File: config.mk
export PLATFORM = sky130hd
export DESIGN_NAME = wdt_interval_timer
export DESIGN_NICKNAME = d
export VERILOG_FILES = /design/src/rtl/wdt_pkg.sv /design/src/rtl/wdt_prescaler.sv /design/src/rtl/wdt_counter.sv /design/src/rtl/wdt_ctrl.sv /design/src/rtl/wdt_interval_timer.sv
export SDC_FILE = /design/constraint.sdc
export NUM_CORES = 1
export LEC_CHECK = 0
export BUFFER_PORTS_ARGS = -buffer_cell sky130_fd_sc_hd__buf_2
export CAP_MARGIN = 40
export CORE_ASPECT_RATIO = 1.5
export CORE_MARGIN = 8
export CORE_UTILIZATION = 40
export DETAILED_ROUTE_END_ITERATION = 8
export PLACE_DENSITY = 0.57
export SLEW_MARGIN = 30
export SYNTH_ARGS = -nofsm -noshare
export SYNTH_HDL_FRONTEND = slang
export SYNTH_HIERARCHICAL = 1
export SYNTH_SLANG_ARGS = --single-unit
File: constraint.sdc
create_clock -name clk -period 4.79 [get_ports clk]
set_input_delay 1.1975 -clock clk [delete_from_list [all_inputs] [get_ports clk]]
set_output_delay 1.1975 -clock clk [all_outputs]
set_load 0.05 [all_outputs]
File: src/rtl/wdt_pkg.sv
package wdt_pkg;

    typedef enum logic [1:0] {
        FLG_CLEAR   = 2'd0,
        FLG_PENDING = 2'd1,
        FLG_ARMED   = 2'd2
    } flag_state_e;

    // log2 of the prescaler divide ratio for each clock-select code
    function automatic int unsigned div_shift(input logic [2:0] sel);
        int unsigned sh;
        unique case (sel)
            3'd0:    sh = 1;
            3'd1:    sh = 6;
            3'd2:    sh = 7;
            3'd3:    sh = 8;
            3'd4:    sh = 9;
            3'd5:    sh = 10;
            3'd6:    sh = 12;
            default: sh = 13;
        endcase
        return sh;
    endfunction

endpackage

File: src/rtl/wdt_prescaler.sv
module wdt_prescaler
    import wdt_pkg::*;
#(
    parameter int PRE_W = 13
) (
    input  logic       clk,
    input  logic       por_n,
    input  logic       run,
    input  logic [2:0] cks,
    output logic       tick
);
    logic [PRE_W-1:0] pc_q;
    logic [PRE_W-1:0] limit;

    always_comb begin
        limit = PRE_W'((32'd1 << div_shift(cks)) - 32'd1);
        tick  = run && (pc_q >= limit);
    end

    always_ff @(posedge clk or negedge por_n) begin
        if (!por_n)
            pc_q <= '0;
        else if (!run || tick)
            pc_q <= '0;
        else
            pc_q <= pc_q + PRE_W'(1);
    end

    // ticks are separated by at least one idle cycle (ratio >= 2)
    assert_tick_spacing_R7: assert property (@(posedge clk) disable iff (!por_n)
        tick |=> !tick);

endmodule

File: src/rtl/wdt_counter.sv
module wdt_counter #(
    parameter int CNT_W = 8
) (
    input  logic             clk,
    input  logic             por_n,
    input  logic             run,
    input  logic             tick,
    input  logic             load,
    input  logic [CNT_W-1:0] load_val,
    output logic [CNT_W-1:0] count,
    output logic             wrap
);
    always_comb wrap = run && tick && !load && (count == {CNT_W{1'b1}});

    always_ff @(posedge clk or negedge por_n) begin
        if (!por_n)
            count <= '0;
        else if (!run)
            count <= '0;
        else if (load)
            count <= load_val;
        else if (tick)
            count <= count + CNT_W'(1);
    end

    assert_idle_zero_R6: assert property (@(posedge clk) disable iff (!por_n)
        !run |=> (count == '0));

    assert_step_R7: assert property (@(posedge clk) disable iff (!por_n)
        (run && tick && !load) |=> (count == $past(count) + CNT_W'(1)));

    assert_load_wins_R12: assert property (@(posedge clk) disable iff (!por_n)
        (run && load) |=> (count == $past(load_val)));

endmodule

File: src/rtl/wdt_ctrl.sv
module wdt_ctrl
    import wdt_pkg::*;
(
    input  logic       clk,
    input  logic       por_n,
    input  logic       standby,
    input  logic       ctrl_wr,
    input  logic       wr_touch,
    input  logic       rd_flag,
    input  logic       wrap,
    input  logic       tick,
    input  logic [7:0] wdata,
    output logic       mode,
    output logic       run,
    output logic [2:0] cks,
    output logic       flag,
    output logic       wd_pulse
);
    flag_state_e state_q, state_d;
    logic        set_evt;

    always_comb set_evt = wrap && !mode;

    // state register
    always_ff @(posedge clk or negedge por_n) begin
        if (!por_n)
            state_q <= FLG_CLEAR;
        else if (standby)
            state_q <= FLG_CLEAR;
        else
            state_q <= state_d;
    end

    // next-state logic
    always_comb begin
        state_d = state_q;
        unique case (state_q)
            FLG_CLEAR:   if (set_evt) state_d = FLG_PENDING;
            FLG_PENDING: if (rd_flag) state_d = FLG_ARMED;
            FLG_ARMED: begin
                if (set_evt)
                    state_d = FLG_PENDING;
                else if (ctrl_wr && !wdata[7])
                    state_d = FLG_CLEAR;
                else if (wr_touch)
                    state_d = FLG_PENDING;
            end
            default:     state_d = FLG_CLEAR;
        endcase
    end

    // outputs
    always_comb flag = (state_q != FLG_CLEAR);

    always_ff @(posedge clk or negedge por_n) begin
        if (!por_n) begin
            mode <= 1'b0;
            run  <= 1'b0;
            cks  <= 3'd0;
        end else if (standby) begin
            mode <= 1'b0;
            run  <= 1'b0;
        end else if (ctrl_wr) begin
            mode <= wdata[6];
            run  <= wdata[5];
            cks  <= wdata[2:0];
        end
    end

    always_ff @(posedge clk or negedge por_n) begin
        if (!por_n)
            wd_pulse <= 1'b0;
        else if (standby)
            wd_pulse <= 1'b0;
        else if (wrap && mode)
            wd_pulse <= 1'b1;
        else if (tick)
            wd_pulse <= 1'b0;
    end

    assert_wd_no_flag_R4: assert property (@(posedge clk) disable iff (!por_n)
        (!flag && !(wrap && !mode)) |=> !flag);

    assert_keep_unarmed_R5: assert property (@(posedge clk) disable iff (!por_n)
        (flag && state_q != FLG_ARMED && !standby) |=> flag);

    assert_set_wins_R11: assert property (@(posedge clk) disable iff (!por_n)
        (wrap && !mode && !standby) |=> flag);

    assert_wd_pulse_R9: assert property (@(posedge clk) disable iff (!por_n)
        $rose(wd_pulse) |-> $past(wrap && mode));

    assert_standby_R10: assert property (@(posedge clk) disable iff (!por_n)
        standby |=> (!run && !mode && !flag && cks == $past(cks)));

endmodule

File: src/rtl/wdt_interval_timer.sv
module wdt_interval_timer
    import wdt_pkg::*;
#(
    parameter int         CNT_W    = 8,
    parameter int         PRE_W    = 13,
    parameter logic [7:0] CTRL_KEY = 8'hA5,
    parameter logic [7:0] CNT_KEY  = 8'h5A
) (
    input  logic               clk,
    input  logic               por_n,
    input  logic               standby,
    input  logic               bus_sel,
    input  logic               bus_wr,
    input  logic               bus_addr,
    input  logic [2*CNT_W-1:0] bus_wdata,
    output logic [CNT_W-1:0]   bus_rdata,
    output logic               irq,
    output logic               wd_ovf,
    output logic               ovf_flag
);
    localparam int BUS_W = 2 * CNT_W;

    logic             mode, run, tick, wrap, flag;
    logic [2:0]       cks;
    logic [CNT_W-1:0] count;
    logic             ctrl_touch, ctrl_wr, cnt_load, rd_flag;
    logic [7:0]       key;

    always_comb begin
        key        = bus_wdata[BUS_W-1 -: 8];
        ctrl_touch = bus_sel && bus_wr && !bus_addr;
        ctrl_wr    = ctrl_touch && (key == CTRL_KEY) && !standby;
        cnt_load   = bus_sel && bus_wr && bus_addr && (key == CNT_KEY);
        rd_flag    = bus_sel && !bus_wr && !bus_addr && flag;
    end

    wdt_ctrl u_ctrl (
        .clk      (clk),
        .por_n    (por_n),
        .standby  (standby),
        .ctrl_wr  (ctrl_wr),
        .wr_touch (ctrl_touch),
        .rd_flag  (rd_flag),
        .wrap     (wrap),
        .tick     (tick),
        .wdata    (bus_wdata[7:0]),
        .mode     (mode),
        .run      (run),
        .cks      (cks),
        .flag     (flag),
        .wd_pulse (wd_ovf)
    );

    wdt_prescaler #(.PRE_W(PRE_W)) u_pre (
        .clk   (clk),
        .por_n (por_n),
        .run   (run),
        .cks   (cks),
        .tick  (tick)
    );

    wdt_counter #(.CNT_W(CNT_W)) u_cnt (
        .clk      (clk),
        .por_n    (por_n),
        .run      (run),
        .tick     (tick),
        .load     (cnt_load),
        .load_val (bus_wdata[CNT_W-1:0]),
        .count    (count),
        .wrap     (wrap)
    );

    always_comb begin
        ovf_flag = flag;
        irq      = flag;
        if (bus_addr)
            bus_rdata = count;
        else
            bus_rdata = CNT_W'({flag, mode, run, 2'b11, cks});
    end

    assert_irq_flag_R4: assert property (@(posedge clk) disable iff (!por_n)
        $rose(irq) |-> $past(wrap && !mode));

    assert_key_R8: assert property (@(posedge clk) disable iff (!por_n)
        (bus_sel && bus_wr && !bus_addr && key != CTRL_KEY) |=> $stable(cks));

endmodule

==> impl_summary.log <==
[metrics] Tot Pwr: 0.0004804 W
[metrics] data arrival time of the critical path: 3.62 ns
[metrics] number of antenna-violating nets in the routed design: 0
[metrics] total of hold buffers inserted after clock tree synthesis: 0
[metrics] area of all sequential standard cells: 725.7 um^2
[metrics] total half-perimeter wirelength after legalization and detailed placement: 3684 um
[metrics] diodes inserted: 0
[metrics] number of setup violations in the final report: 0
[metrics] Final Util: 47.77%
[metrics] top-area cell type share of the netlist area: 36.02%
[metrics] Sink Count: 29
[metrics] launching element of the worst setup path: u_ctrl/cks[1]$_DFFE_PN0P_
[metrics] crit path kind: register to register
[metrics] grt ovf: 0
[metrics] Cell Count Post-Placement: 310
[metrics] number of distinct library cells after synthesis: 48
[metrics] number of max-slew violations in the final report: 0
[metrics] number of gates resized after CTS: 0
[metrics] Inserted Clock Buffers: 5
[metrics] post-CTS setup buffer count: 0
[metrics] Post-synth EDFFs: 0
[metrics] maximum number of pins on one net before global-route repair: 30
[metrics] post-route clock skew: 0.007946 ns
[metrics] H-tree lvl count: 2
[metrics] synthesized area per cell: a little over 9 um^2
[metrics] remaining routing DRC violations: 0
[metrics] Crit Path Max Fanout: 11
[metrics] global-route wire length before repair: 7638 um
[metrics] maximum frequency from static timing analysis: 291.5 MHz
[metrics] CP Depth: 16
[metrics] post-synthesis instance area: 2014 um^2
[metrics] standard cell core area: 4848 um^2
[metrics] clock latency on the worst-skew pair: ~0.28 ns
[metrics] post-route fraction of the period consumed by the critical path: 71.63%
[metrics] number of buffers on the longest clock path: 2
[metrics] overall track demand over capacity in global routing: about an eighth
[metrics] highest routing layer actually used: met4
[metrics] kind of start point of the critical path: register
[metrics] effective utilization at floorplan: roughly two fifths
[metrics] total number of vias: 1,654
[metrics] area of the multi-input gates: 1224 um^2
[metrics] CP delay by family, top: simple AND/OR/NAND/NOR gates
[metrics] Final Hold Vio Count: 0
[metrics] initial antenna violation count: 0
[metrics] Total Die Area: 7610 um^2
[metrics] share of cells above drive strength 1: 23.51%
[metrics] count of cells along the worst register-to-register path: 16
[metrics] worst vdd rail ir drop: 0.1259 mV
[metrics] TritonCTS clock tree: yes
[metrics] Post-Syn Instances: approximately 220
[metrics] Max Cap Violations: 0
[metrics] capture point of the worst reg-to-reg path: u_ctrl/state_q[0]$_DFFE_PN0P_
[metrics] Critical path buffers and inverters: 2
[metrics] wire length on met2: around 2600 um
[metrics] number of nets in the finished design: just under 300
[metrics] most frequently used flop master after synthesis: sky130_fd_sc_hd__dfrtp_1
[metrics] Crit-path slowest cell: sky130_fd_sc_hd__dfrtp_1
[metrics] Fill cells: between 500 and 600
[metrics] area delta synth->final: 14.97%
[metrics] number of register bits inferred by synthesis: 29
[metrics] reg-to-reg slack, setup: around 1.4 ns
[metrics] Root Driver: sky130_fd_sc_hd__clkbuf_8
[metrics] setup repair after global routing missed its margin: no
[metrics] WHS: around 0.48 ns
[metrics] Max-slew headroom: 54.87%
[metrics] Via density: around 5.2
[metrics] routed length on met3: 124 um
[metrics] final routed wire length divided by cell count: 14.86 um
[metrics] iteration-0 DRC count of the detailed router: 49
[metrics] biggest cell delay along the critical path: 0.49 ns
[metrics] wire length after detailed routing: 4710 um
[metrics] crit-path cells: nor3_1, inv_1, ha_1, inv_1, xnor2_1, ha_1, nand4_1, nor2_1, a21oi_1, a21oi_1, o21a_1, nand4_1, nor3_1, nor2b_1, mux2i_1, o22ai_1
[metrics] die width: roughly 74 um
[metrics] dominant cells by area after synthesis: sky130_fd_sc_hd__dfrtp_1, sky130_fd_sc_hd__ha_1, sky130_fd_sc_hd__xor2_1
[metrics] number of placed I/O pins: 33
[metrics] count of input and output buffers: 32
[metrics] dominant cell type by area after synthesis: sky130_fd_sc_hd__dfrtp_1
[metrics] transition at the pin with the smallest max-transition slack: 0.6770 ns
[metrics] leading cell type in the layout, fill and taps excluded: sky130_fd_sc_hd__buf_2
[metrics] final critical path time including I/O delays and setup: 3.431 ns
[metrics] share of flip-flops with an asynchronous set or reset: 100.0%
[metrics] height of the chip: 102.9 um
[metrics] CP Data Required Time: 4.98 ns
[metrics] met1 wire length: roughly 1900 um
[metrics] power density of the placed cells: 207.4 nW/um^2
[metrics] final RePlAce weighted congestion: 0.7968
[metrics] top library cells by usage in the layout, fill and taps aside: sky130_fd_sc_hd__buf_2, sky130_fd_sc_hd__dfrtp_1, sky130_fd_sc_hd__nor2_1, sky130_fd_sc_hd__nand2_1, sky130_fd_sc_hd__ha_1
[metrics] via count of the first global-routing pass: roughly 1,700
[metrics] number of cells in the finished layout apart from fillers: 317
[metrics] endpoint type of the worst setup path: register
[metrics] count of standard-cell rows: 31
[metrics] outcome: completed
[metrics] final sum of negative setup slack: 0 ns
[metrics] worst min-delay path class: register to register
[metrics] part of the Yosys area used for sequential elements: between 30% and 40%
[metrics] clock-pin transition on the worst setup and hold timing paths: 0.06 ns
[metrics] capturing element of the worst setup path: u_ctrl/state_q[0]$_DFFE_PN0P_
[metrics] startpoint of the worst register-to-register path: u_ctrl/cks[1]$_DFFE_PN0P_
[metrics] first drt pass iteration count: 4
[metrics] number of warnings printed during yosys synthesis: 6
[metrics] leakage: 1.043 nW
[through the flow]
step | cell area, um^2 | setup slack [ns]
2_1_floorplan | 2018 | 1.727
3_3_place_gp | 2230 | 1.526
3_5_place_dp | 2230 | 1.424
4_1_cts | 2316 | 1.396
5_1_grt | 2316 | 0.9909
6_report | 2316 | 1.359
[synth_stat cells (2+ instances only)]
| library cell | n |
|---|---|
| sky130_fd_sc_hd__nand4bb_1 | 2 |
| sky130_fd_sc_hd__ha_1 | 16 |
| sky130_fd_sc_hd__nor3_1 | 4 |
| sky130_fd_sc_hd__nor2_1 | 24 |
| sky130_fd_sc_hd__mux2_4 | 3 |
| sky130_fd_sc_hd__clkbuf_1 | 4 |
| sky130_fd_sc_hd__and4_1 | 2 |
| sky130_fd_sc_hd__o31ai_1 | 2 |
| sky130_fd_sc_hd__inv_1 | 8 |
| sky130_fd_sc_hd__nor2b_1 | 2 |
| sky130_fd_sc_hd__o21ai_0 | 12 |
| sky130_fd_sc_hd__nand2b_1 | 5 |
| sky130_fd_sc_hd__mux2_2 | 6 |
| sky130_fd_sc_hd__nand3_1 | 5 |
| sky130_fd_sc_hd__mux2i_1 | 4 |
| sky130_fd_sc_hd__dfrtp_1 | 29 |
| sky130_fd_sc_hd__a31oi_1 | 5 |
| sky130_fd_sc_hd__nand4_1 | 8 |
| sky130_fd_sc_hd__a21oi_1 | 10 |
| sky130_fd_sc_hd__xor2_1 | 11 |
| sky130_fd_sc_hd__and2_1 | 5 |
| sky130_fd_sc_hd__nand2_1 | 20 |
| sky130_fd_sc_hd__xnor2_1 | 4 |
| sky130_fd_sc_hd__or4_1 | 2 |
[per-layer routing]
layer	global-route usage (%)	vias to the layer above
met3	2.824	5
li1	-	837
met1	12.62	789
met2	25.82	23
met4	3.709	0
met5	0	-
[worst register-to-register path: cells and delay by family, from the launching register on]
kind	cells	cell delay (ns)
AND/OR/NAND/NOR	6	1.28
buffers and inverters	2	0.20
XOR/XNOR	1	0.08
AO/OA/AOI/OAI	4	0.66
flip-flops	1	0.49
adder cells (fa/ha/maj)	2	0.53
multiplexers	1	0.11
[worst min path at each step]
stage	startpoint	to	cells past startpoint
finish	u_pre/pc_q[0]$_DFF_PN0_	u_pre/pc_q[0]$_DFF_PN0_	1
floorplan	u_pre/pc_q[0]$_DFF_PN0_	u_pre/pc_q[0]$_DFF_PN0_	1
detailed placement	u_pre/pc_q[0]$_DFF_PN0_	u_pre/pc_q[0]$_DFF_PN0_	1
global route	u_pre/pc_q[0]$_DFF_PN0_	u_pre/pc_q[0]$_DFF_PN0_	1
global placement	u_pre/pc_q[0]$_DFF_PN0_	u_pre/pc_q[0]$_DFF_PN0_	1
CTS	u_pre/pc_q[0]$_DFF_PN0_	u_pre/pc_q[0]$_DFF_PN0_	1
[state kept, by name, summed over array words and instances (netlist names)]
name             flops
u_ctrl/cks           3
u_pre/pc_q          13
u_ctrl/run           1
u_ctrl/wd_pulse      1
u_cnt/count          8
u_ctrl/mode          1
u_ctrl/state_q       2
[layout make-up]
cell class,instances,share of cell area (%)
Inverter,8,1.297
Tap cell,66,3.566
Multi-Input combinational cell,174,52.84
Sequential cell,29,31.33
Clock buffer,7,3.728
Timing Repair Buffer,33,7.239
[power by group]
| part | internal [W] | switching [W] | total (W) |
|---|---|---|---|
| Clock | 0.000114 | 0.0000888 | 0.000203 |
| Combinational | 0.0000124 | 0.0000200 | 0.0000325 |
| Sequential | 0.000245 | 0.000000316 | 0.000245 |
[logic make-up after synthesis]
| group | after synthesis | synth area share, % |
|---|---|---|
| adders and majority gates | 16 | 9.938 |
| buffers and inverters | 15 | 3.416 |
| AOI/OAI and AO/OA | 36 | 10.87 |
| and+or+nand+nor | 92 | 25.47 |
| xor gates and xnor gates | 15 | 6.521 |
| muxes | 13 | 7.577 |
| other | 1 | 0.1862 |
| DFF | 29 | 36.03 |
Power figures use the tool's default switching activity.
